[config.mk]
export PLATFORM = sky130hd
export DESIGN_NAME = ata_idx_regport
export DESIGN_NICKNAME = d
export VERILOG_FILES = /design/src/rtl/ata_regport_pkg.sv /design/src/rtl/rp_timing_bank.sv /design/src/rtl/rp_down_counter.sv /design/src/rtl/rp_channel.sv /design/src/rtl/ata_idx_regport.sv
export SDC_FILE = /design/constraint.sdc
export NUM_CORES = 1
export LEC_CHECK = 0
export BUFFER_PORTS_ARGS = -buffer_cell sky130_fd_sc_hd__buf_2
export CORE_UTILIZATION = 58
export CTS_BUF_LIST = sky130_fd_sc_hd__clkbuf_4 sky130_fd_sc_hd__clkbuf_8
export CTS_CLUSTER_SIZE = 30
export DETAILED_ROUTE_END_ITERATION = 10
export HOLD_SLACK_MARGIN = 0.15
export PLACE_DENSITY = 0.86
export SYNTH_ARGS = -nofsm -noshare
export SYNTH_HDL_FRONTEND = slang
export SYNTH_SLANG_ARGS = --single-unit
[constraint.sdc]
create_clock -name clk_i -period 3.4 [get_ports clk_i]
set_clock_uncertainty 0.15 [all_clocks]
set_input_delay 0.17 -clock clk_i [delete_from_list [all_inputs] [get_ports clk_i]]
set_output_delay 0.17 -clock clk_i [all_outputs]
set_load 0.01 [all_outputs]
[src/rtl/ata_regport_pkg.sv]
package ata_regport_pkg;
  localparam int unsigned DATA_W  = 8;
  localparam int unsigned CNT_W   = 30;
  localparam int unsigned NUM_CH  = 2;
  localparam int unsigned TIM_N   = 16;
  localparam int unsigned TIM_AW  = $clog2(TIM_N);
  localparam int unsigned ADDR_W  = 4;
  localparam int unsigned OFF_W   = ADDR_W - 1;
  // each channel exposes an equal share of the counter: a full byte and a narrower byte
  localparam int unsigned CH_BITS = CNT_W / NUM_CH;
  localparam int unsigned LO_W    = DATA_W;
  localparam int unsigned HI_W    = CH_BITS - LO_W;
  localparam int unsigned PLL_F_W = 7;

  localparam logic [OFF_W-1:0] OFF_IDX  = 3'd1;
  localparam logic [OFF_W-1:0] OFF_DATA = 3'd3;

  localparam logic [DATA_W-1:0] IDX_CTRL  = 8'h01;
  localparam logic [DATA_W-1:0] IDX_PLL_F = 8'h02;
  localparam logic [DATA_W-1:0] IDX_PLL_R = 8'h03;
  localparam logic [DATA_W-1:0] IDX_STAT  = 8'h0B;
  localparam logic [DATA_W-1:0] IDX_TIM   = 8'h0C;
  localparam logic [DATA_W-1:0] IDX_CNT_A = 8'h20;
  localparam logic [DATA_W-1:0] IDX_CNT_B = 8'h21;

  localparam int unsigned STAT_CABLE_BIT = 2;
  localparam int unsigned CTRL_RUN_BIT   = 6;
endpackage

[src/rtl/rp_timing_bank.sv]
module rp_timing_bank #(
  parameter int unsigned N  = 16,
  parameter int unsigned W  = 8,
  localparam int unsigned AW = $clog2(N)
) (
  input  logic                clk_i,
  input  logic                rst_ni,
  input  logic                we_i,
  input  logic [AW-1:0]       waddr_i,
  input  logic [W-1:0]        wdata_i,
  input  logic [AW-1:0]       raddr_i,
  output logic [W-1:0]        rdata_o,
  output logic [N-1:0][W-1:0] regs_o
);
  for (genvar i = 0; i < N; i++) begin : g_reg
    always_ff @(posedge clk_i or negedge rst_ni) begin
      if (!rst_ni) regs_o[i] <= '0;
      else if (we_i && waddr_i == AW'(i)) regs_o[i] <= wdata_i;
    end
  end

  assign rdata_o = regs_o[raddr_i];
endmodule

[src/rtl/rp_down_counter.sv]
module rp_down_counter #(
  parameter int unsigned W = 30
) (
  input  logic         clk_i,
  input  logic         rst_ni,
  input  logic         run_i,
  input  logic         tick_i,
  output logic [W-1:0] count_o
);
  localparam logic [W-1:0] ONE = {{(W-1){1'b0}}, 1'b1};

  // modular subtraction gives the wrap to all ones
  always_ff @(posedge clk_i or negedge rst_ni) begin
    if (!rst_ni) count_o <= '0;
    else if (run_i && tick_i) count_o <= count_o - ONE;
  end
endmodule

[src/rtl/rp_channel.sv]
module rp_channel
  import ata_regport_pkg::*;
#(
  parameter int unsigned CH = 0
) (
  input  logic                          clk_i,
  input  logic                          rst_ni,
  input  logic                          sel_i,
  input  logic [OFF_W-1:0]              off_i,
  input  logic                          wr_i,
  input  logic [DATA_W-1:0]             wdata_i,
  input  logic                          cable40_i,
  input  logic [LO_W-1:0]               cnt_lo_i,
  input  logic [HI_W-1:0]               cnt_hi_i,
  output logic [DATA_W-1:0]             rd_byte_o,
  output logic [DATA_W-1:0]             idx_o,
  output logic                          run_o,
  output logic [PLL_F_W-1:0]            pll_fb_o,
  output logic [DATA_W-1:0]             pll_ref_o,
  output logic [TIM_N-1:0][DATA_W-1:0]  timing_o
);
  logic              idx_we, data_we;
  logic [DATA_W-1:0] idx_q;
  logic [DATA_W-1:0] tim_diff;
  logic              tim_hit;
  logic [DATA_W-1:0] tim_rd;
  logic [DATA_W-1:0] ctrl_v;
  logic [DATA_W-1:0] data_val;

  assign idx_we  = sel_i && wr_i && (off_i == OFF_IDX);
  assign data_we = sel_i && wr_i && (off_i == OFF_DATA);

  always_ff @(posedge clk_i or negedge rst_ni) begin
    if (!rst_ni) idx_q <= '0;
    else if (idx_we) idx_q <= wdata_i;
  end
  assign idx_o = idx_q;

  // indices below the timing base wrap to large values and miss
  assign tim_diff = idx_q - IDX_TIM;
  assign tim_hit  = (tim_diff >> TIM_AW) == '0;

  rp_timing_bank #(.N(TIM_N), .W(DATA_W)) u_bank (
    .clk_i   (clk_i),
    .rst_ni  (rst_ni),
    .we_i    (data_we && tim_hit),
    .waddr_i (tim_diff[TIM_AW-1:0]),
    .wdata_i (wdata_i),
    .raddr_i (tim_diff[TIM_AW-1:0]),
    .rdata_o (tim_rd),
    .regs_o  (timing_o)
  );

  if (CH == 0) begin : g_pri
    logic [DATA_W-1:0] ctrl_q;
    always_ff @(posedge clk_i or negedge rst_ni) begin
      if (!rst_ni) ctrl_q <= '0;
      else if (data_we && idx_q == IDX_CTRL) ctrl_q <= wdata_i;
    end
    assign ctrl_v    = ctrl_q;
    assign run_o     = ctrl_q[CTRL_RUN_BIT];
    assign pll_fb_o  = '0;
    assign pll_ref_o = '0;
  end else begin : g_sec
    logic [PLL_F_W-1:0] fb_q;
    logic [DATA_W-1:0]  ref_q;
    always_ff @(posedge clk_i or negedge rst_ni) begin
      if (!rst_ni) begin
        fb_q  <= '0;
        ref_q <= '0;
      end else if (data_we) begin
        if (idx_q == IDX_PLL_F) fb_q  <= wdata_i[PLL_F_W-1:0];
        if (idx_q == IDX_PLL_R) ref_q <= wdata_i;
      end
    end
    assign ctrl_v    = '0;
    assign run_o     = 1'b0;
    assign pll_fb_o  = fb_q;
    assign pll_ref_o = ref_q;
  end

  always_comb begin
    data_val = '0;
    if (tim_hit) data_val = tim_rd;
    case (idx_q)
      IDX_CTRL:  data_val = ctrl_v;
      IDX_PLL_F: data_val = DATA_W'(pll_fb_o);
      IDX_PLL_R: data_val = pll_ref_o;
      IDX_STAT:  data_val[STAT_CABLE_BIT] = cable40_i;
      IDX_CNT_A: data_val = DATA_W'(cnt_lo_i);
      IDX_CNT_B: data_val = DATA_W'(cnt_hi_i);
      default:   ;
    endcase
  end

  always_comb begin
    case (off_i)
      OFF_IDX:  rd_byte_o = idx_q;
      OFF_DATA: rd_byte_o = data_val;
      default:  rd_byte_o = '0;
    endcase
  end
endmodule

[src/rtl/ata_idx_regport.sv]
module ata_idx_regport
  import ata_regport_pkg::*;
(
  input  logic                                     clk_i,
  input  logic                                     rst_ni,
  input  logic [ADDR_W-1:0]                        addr_i,
  input  logic                                     wr_i,
  input  logic                                     rd_i,
  input  logic [DATA_W-1:0]                        wdata_i,
  output logic [DATA_W-1:0]                        rdata_o,
  input  logic [NUM_CH-1:0]                        cable40_i,
  input  logic                                     cnt_tick_i,
  output logic [PLL_F_W-1:0]                       pll_fb_o,
  output logic [DATA_W-1:0]                        pll_ref_o,
  output logic [NUM_CH-1:0][TIM_N-1:0][DATA_W-1:0] timing_o
);
  logic [DATA_W-1:0]  rd_byte_w [NUM_CH];
  logic [DATA_W-1:0]  idx_w     [NUM_CH];
  logic [NUM_CH-1:0]  run_w;
  logic [PLL_F_W-1:0] fb_w      [NUM_CH];
  logic [DATA_W-1:0]  ref_w     [NUM_CH];
  logic [CNT_W-1:0]   cnt_val;
  logic               cnt_run;
  logic [DATA_W-1:0]  rdata_q;
  logic               ch_sel;

  assign ch_sel = addr_i[ADDR_W-1];

  for (genvar c = 0; c < NUM_CH; c++) begin : g_ch
    rp_channel #(.CH(c)) u_ch (
      .clk_i     (clk_i),
      .rst_ni    (rst_ni),
      .sel_i     (ch_sel == 1'(c)),
      .off_i     (addr_i[OFF_W-1:0]),
      .wr_i      (wr_i),
      .wdata_i   (wdata_i),
      .cable40_i (cable40_i[c]),
      .cnt_lo_i  (cnt_val[c*CH_BITS +: LO_W]),
      .cnt_hi_i  (cnt_val[c*CH_BITS+LO_W +: HI_W]),
      .rd_byte_o (rd_byte_w[c]),
      .idx_o     (idx_w[c]),
      .run_o     (run_w[c]),
      .pll_fb_o  (fb_w[c]),
      .pll_ref_o (ref_w[c]),
      .timing_o  (timing_o[c])
    );
  end

  // only the primary drives run, only the secondary drives the PLL bytes
  assign cnt_run   = |run_w;
  assign pll_fb_o  = fb_w[0] | fb_w[1];
  assign pll_ref_o = ref_w[0] | ref_w[1];

  rp_down_counter #(.W(CNT_W)) u_cnt (
    .clk_i   (clk_i),
    .rst_ni  (rst_ni),
    .run_i   (cnt_run),
    .tick_i  (cnt_tick_i),
    .count_o (cnt_val)
  );

  always_ff @(posedge clk_i or negedge rst_ni) begin
    if (!rst_ni) rdata_q <= '0;
    else if (rd_i) rdata_q <= rd_byte_w[ch_sel];
  end
  assign rdata_o = rdata_q;
endmodule

==> flow_metrics.tcl <==
set metrics [dict create \
    status "finished clean" \
    grt_pass1_vias 11800 \
    wl_per_cell_um 25.6 \
    grt_max_degree 84 \
    worstReg2RegEnd "rdata_o[7]" \
    antenna_found_initial 1 \
    worstPathArrival_ns 3.37 \
    tightest_slew_ns 0.949 \
    detail-route-antenna-nets 0 \
    cts_buffer_depth 3 \
    die_area_mm2 0.0282 \
    path_clk_slew_ns 0.06 \
    drc 0 \
    ff2ff_setup_slack_ns 0.33 \
    cts_setup_buffers 0 \
    area_delta_synth_final_pct 19.4 \
    cts_hold_buf 13 \
    cp-end-kind "register" \
    synth_async_sr_flop_share 1.00 \
    path_buf_inv 3 \
    cts_tree "built" \
    numPortBuffers 297 \
    path_max_fanout 24 \
    total_power_w 0.0101 \
    setup_viol 0 \
    cts.sinks 333 \
    setup_tns_ns 0 \
    cap_violations 0 \
    cts_resized 0 \
    dr.first_iter.drc_count 1029 \
    drtPass1Iterations 5 \
    synth-seq-area-share 0.521 \
    grt_pass1_wl_um 71500 \
    worstSkewPairLatency_ns 0.59 \
    post-dp-hpwl_um 31700 \
    synth_edf_count 0 \
    worst_hold_slack_ns 0.213 \
    yosysWarnings 0 \
    io_pins 298 \
    die_h_um 168 \
    power.leakage_nw 10.0 \
    hp-class "in -> reg" \
    start_util 0.591 \
    slew_violations 0 \
    cp.depth 9 \
    rr_worst_depth 9 \
    syn_inst 1149 \
    cts_max_level 2 \
    power.density_mw_per_mm2 527 \
    via_count 11700 \
    ys_seq_elements 333 \
    avgSynthCellArea_um2 13.9 \
    worstSetupPathType "reg -> reg" \
    finish.utilization 0.706 \
    final.min_clock_period_ns 3.07 \
    die_width_um 168 \
    core_mm2 0.0270 \
    dp_slack_ns 0.458 \
    track_usage 0.336 \
    nNetsFinal 1486 \
    crit_chain "buf_4, inv_1, ha_1, buf_4, nor2b_1, a211oi_1, a21oi_1, a21oi_1, nor3_1" \
    cp-startpoint "g_ch[0].u_ch.idx_o[2]" \
    required_ns 3.70 \
    slew_headroom 0.367 \
    cts_made_buffers 53 \
    timing.fmax_mhz 325 \
    final_cell_mix "dfrtp_1, mux2_2, buf_2" \
    diodes 0 \
    max_stage_delay_ns 0.89 \
    critPathCapture "rdata_o[7]" \
    avgViaCountPerCell 6.39 \
    fin_ws_ns 0.327 \
    cp_top_family "adder cells" \
    drive_gt1_frac 0.540 \
    final_common_cell "dfrtp_1" \
    ys_types 60 \
    r2r_start "g_ch[0].u_ch.idx_o[2]" \
    routabilityCongestion 0.951 \
    cts-root-buf "clkbuf_8" \
    rows 60 \
    routed_wl_um 47000 \
    syn-num-nets 1179 \
    irDropWorstVdd_v 0.000335 \
    startpoint_type "register" \
    finalHoldViolCount 0 \
    synthesis.area_mm2 0.0160 \
    cp_slowest_cell "ha_1" \
    rsz0062_at_grt "false" \
    grt.overflow.total 0 \
    synth-main-ff-cell "dfrtp_1" \
    fin_crit_sh 0.904 \
]
==> registers in the layout, summed over array words and instances, names as in the netlist <==
| name | count |
|---|---|
| g_ch.u_ch.ctrl_v | 8 |
| g_ch.u_ch.idx_o | 16 |
| g_ch.u_ch.pll_fb_o | 7 |
| g_ch.u_ch.pll_ref_o | 8 |
| g_ch.u_ch.u_bank.regs_o | 256 |
| rdata_o | 8 |
| u_cnt.count_o | 30 |
==> metal layers <==
layer	track usage	wire length, um	up-vias
met5	0	13	-
li1	-	-	4857
met3	0.0886	4380	138
met2	0.514	22000	662
met4	0.152	1990	2
met1	0.452	18600	6076
==> stage by stage <==
stage / area [um2] / cells
detailed placement: 17800 / 1729
floorplan: 16000 / 1149
finish: 19100 / 1836
global placement: 17800 / 1729
global route: 19100 / 1836
CTS: 19100 / 1836
==> cells by family (layout without fill, tap and decap cells) <==
logic type | count (synthesis) | after routing | share of synthesized area
AO/OA/AOI/OAI | 100 | 100 | 0.0406
AND/OR/NAND/NOR | 193 | 193 | 0.0712
multiplexers | 393 | 393 | 0.320
adder cells (fa/ha/maj) | 11 | 11 | 0.00861
XOR/XNOR | 28 | 28 | 0.0158
buffers and inverters | 91 | 437 | 0.0225
flip-flops | 333 | 333 | 0.521
==> synth_stat cells (all sizes together) (2+ instances only) <==
master | number | share of area
nor2 | 37 | 0.012
dfrtp | 333 | 0.52
clkbuf | 56 | 0.013
and2 | 11 | 0.0043
or2 | 2 | 0.00078
mux2 | 300 | 0.21
a22o | 5 | 0.0027
a211oi | 10 | 0.0047
or4 | 2 | 0.0014
nand2b | 11 | 0.0043
buf | 28 | 0.0078
a22oi | 3 | 0.0014
nor4 | 4 | 0.0016
nand3 | 11 | 0.0042
o211ai | 2 | 0.00094
or3b | 2 | 0.0011
a21oi | 29 | 0.0091
a31oi | 10 | 0.0039
and3 | 13 | 0.0052
nand3b | 6 | 0.0028
nor3 | 28 | 0.012
nand2 | 36 | 0.0085
o22ai | 3 | 0.0012
mux2i | 29 | 0.018
xnor2 | 13 | 0.0076
nor3b | 5 | 0.0023
o22a | 2 | 0.0011
nand4b | 2 | 0.0011
nand4 | 3 | 0.0012
a221o | 10 | 0.0063
xor2 | 15 | 0.0082
o21ai | 20 | 0.0063
nor2b | 12 | 0.0047
mux4 | 64 | 0.090
or3 | 5 | 0.0023
ha | 11 | 0.0086
inv | 6 | 0.0014
==> final cells by class <==
| cell class | count | area, um2 |
|---|---|---|
| Clock inverter | 5 | 38.8 |
| Inverter | 7 | 26.3 |
| Clock buffer | 89 | 1050 |
| Tap cell | 341 | 427 |
| Multi-Input combinational cell | 725 | 7290 |
| Sequential cell | 333 | 8340 |
| Fill cell | 1866 | 7950 |
| Timing Repair Buffer | 336 | 1910 |
==> report_power, final <==
group          switching (W)  total, W  leakage [nW]  internal [W]
sequential          0.000399   0.00462          4.59       0.00422
clock                0.00158   0.00352         0.586       0.00194
combinational        0.00111   0.00193          4.87      0.000820
==> worst min-delay path by stage <==
stage / from / end / depth (start not counted)
floorplan: rst_ni / g_ch[0].u_ch.ctrl_v[0] / 0
global placement: rst_ni / g_ch[1].u_ch.u_bank.regs_o[93] / 1
detailed placement: rst_ni / g_ch[1].u_ch.u_bank.regs_o[85] / 1
CTS: addr_i[1] / rdata_o[2] / 5
global route: wdata_i[6] / g_ch[0].u_ch.u_bank.regs_o[78] / 2
finish: wdata_i[6] / g_ch[0].u_ch.u_bank.regs_o[54] / 2
(Power assumes the default switching activity.)
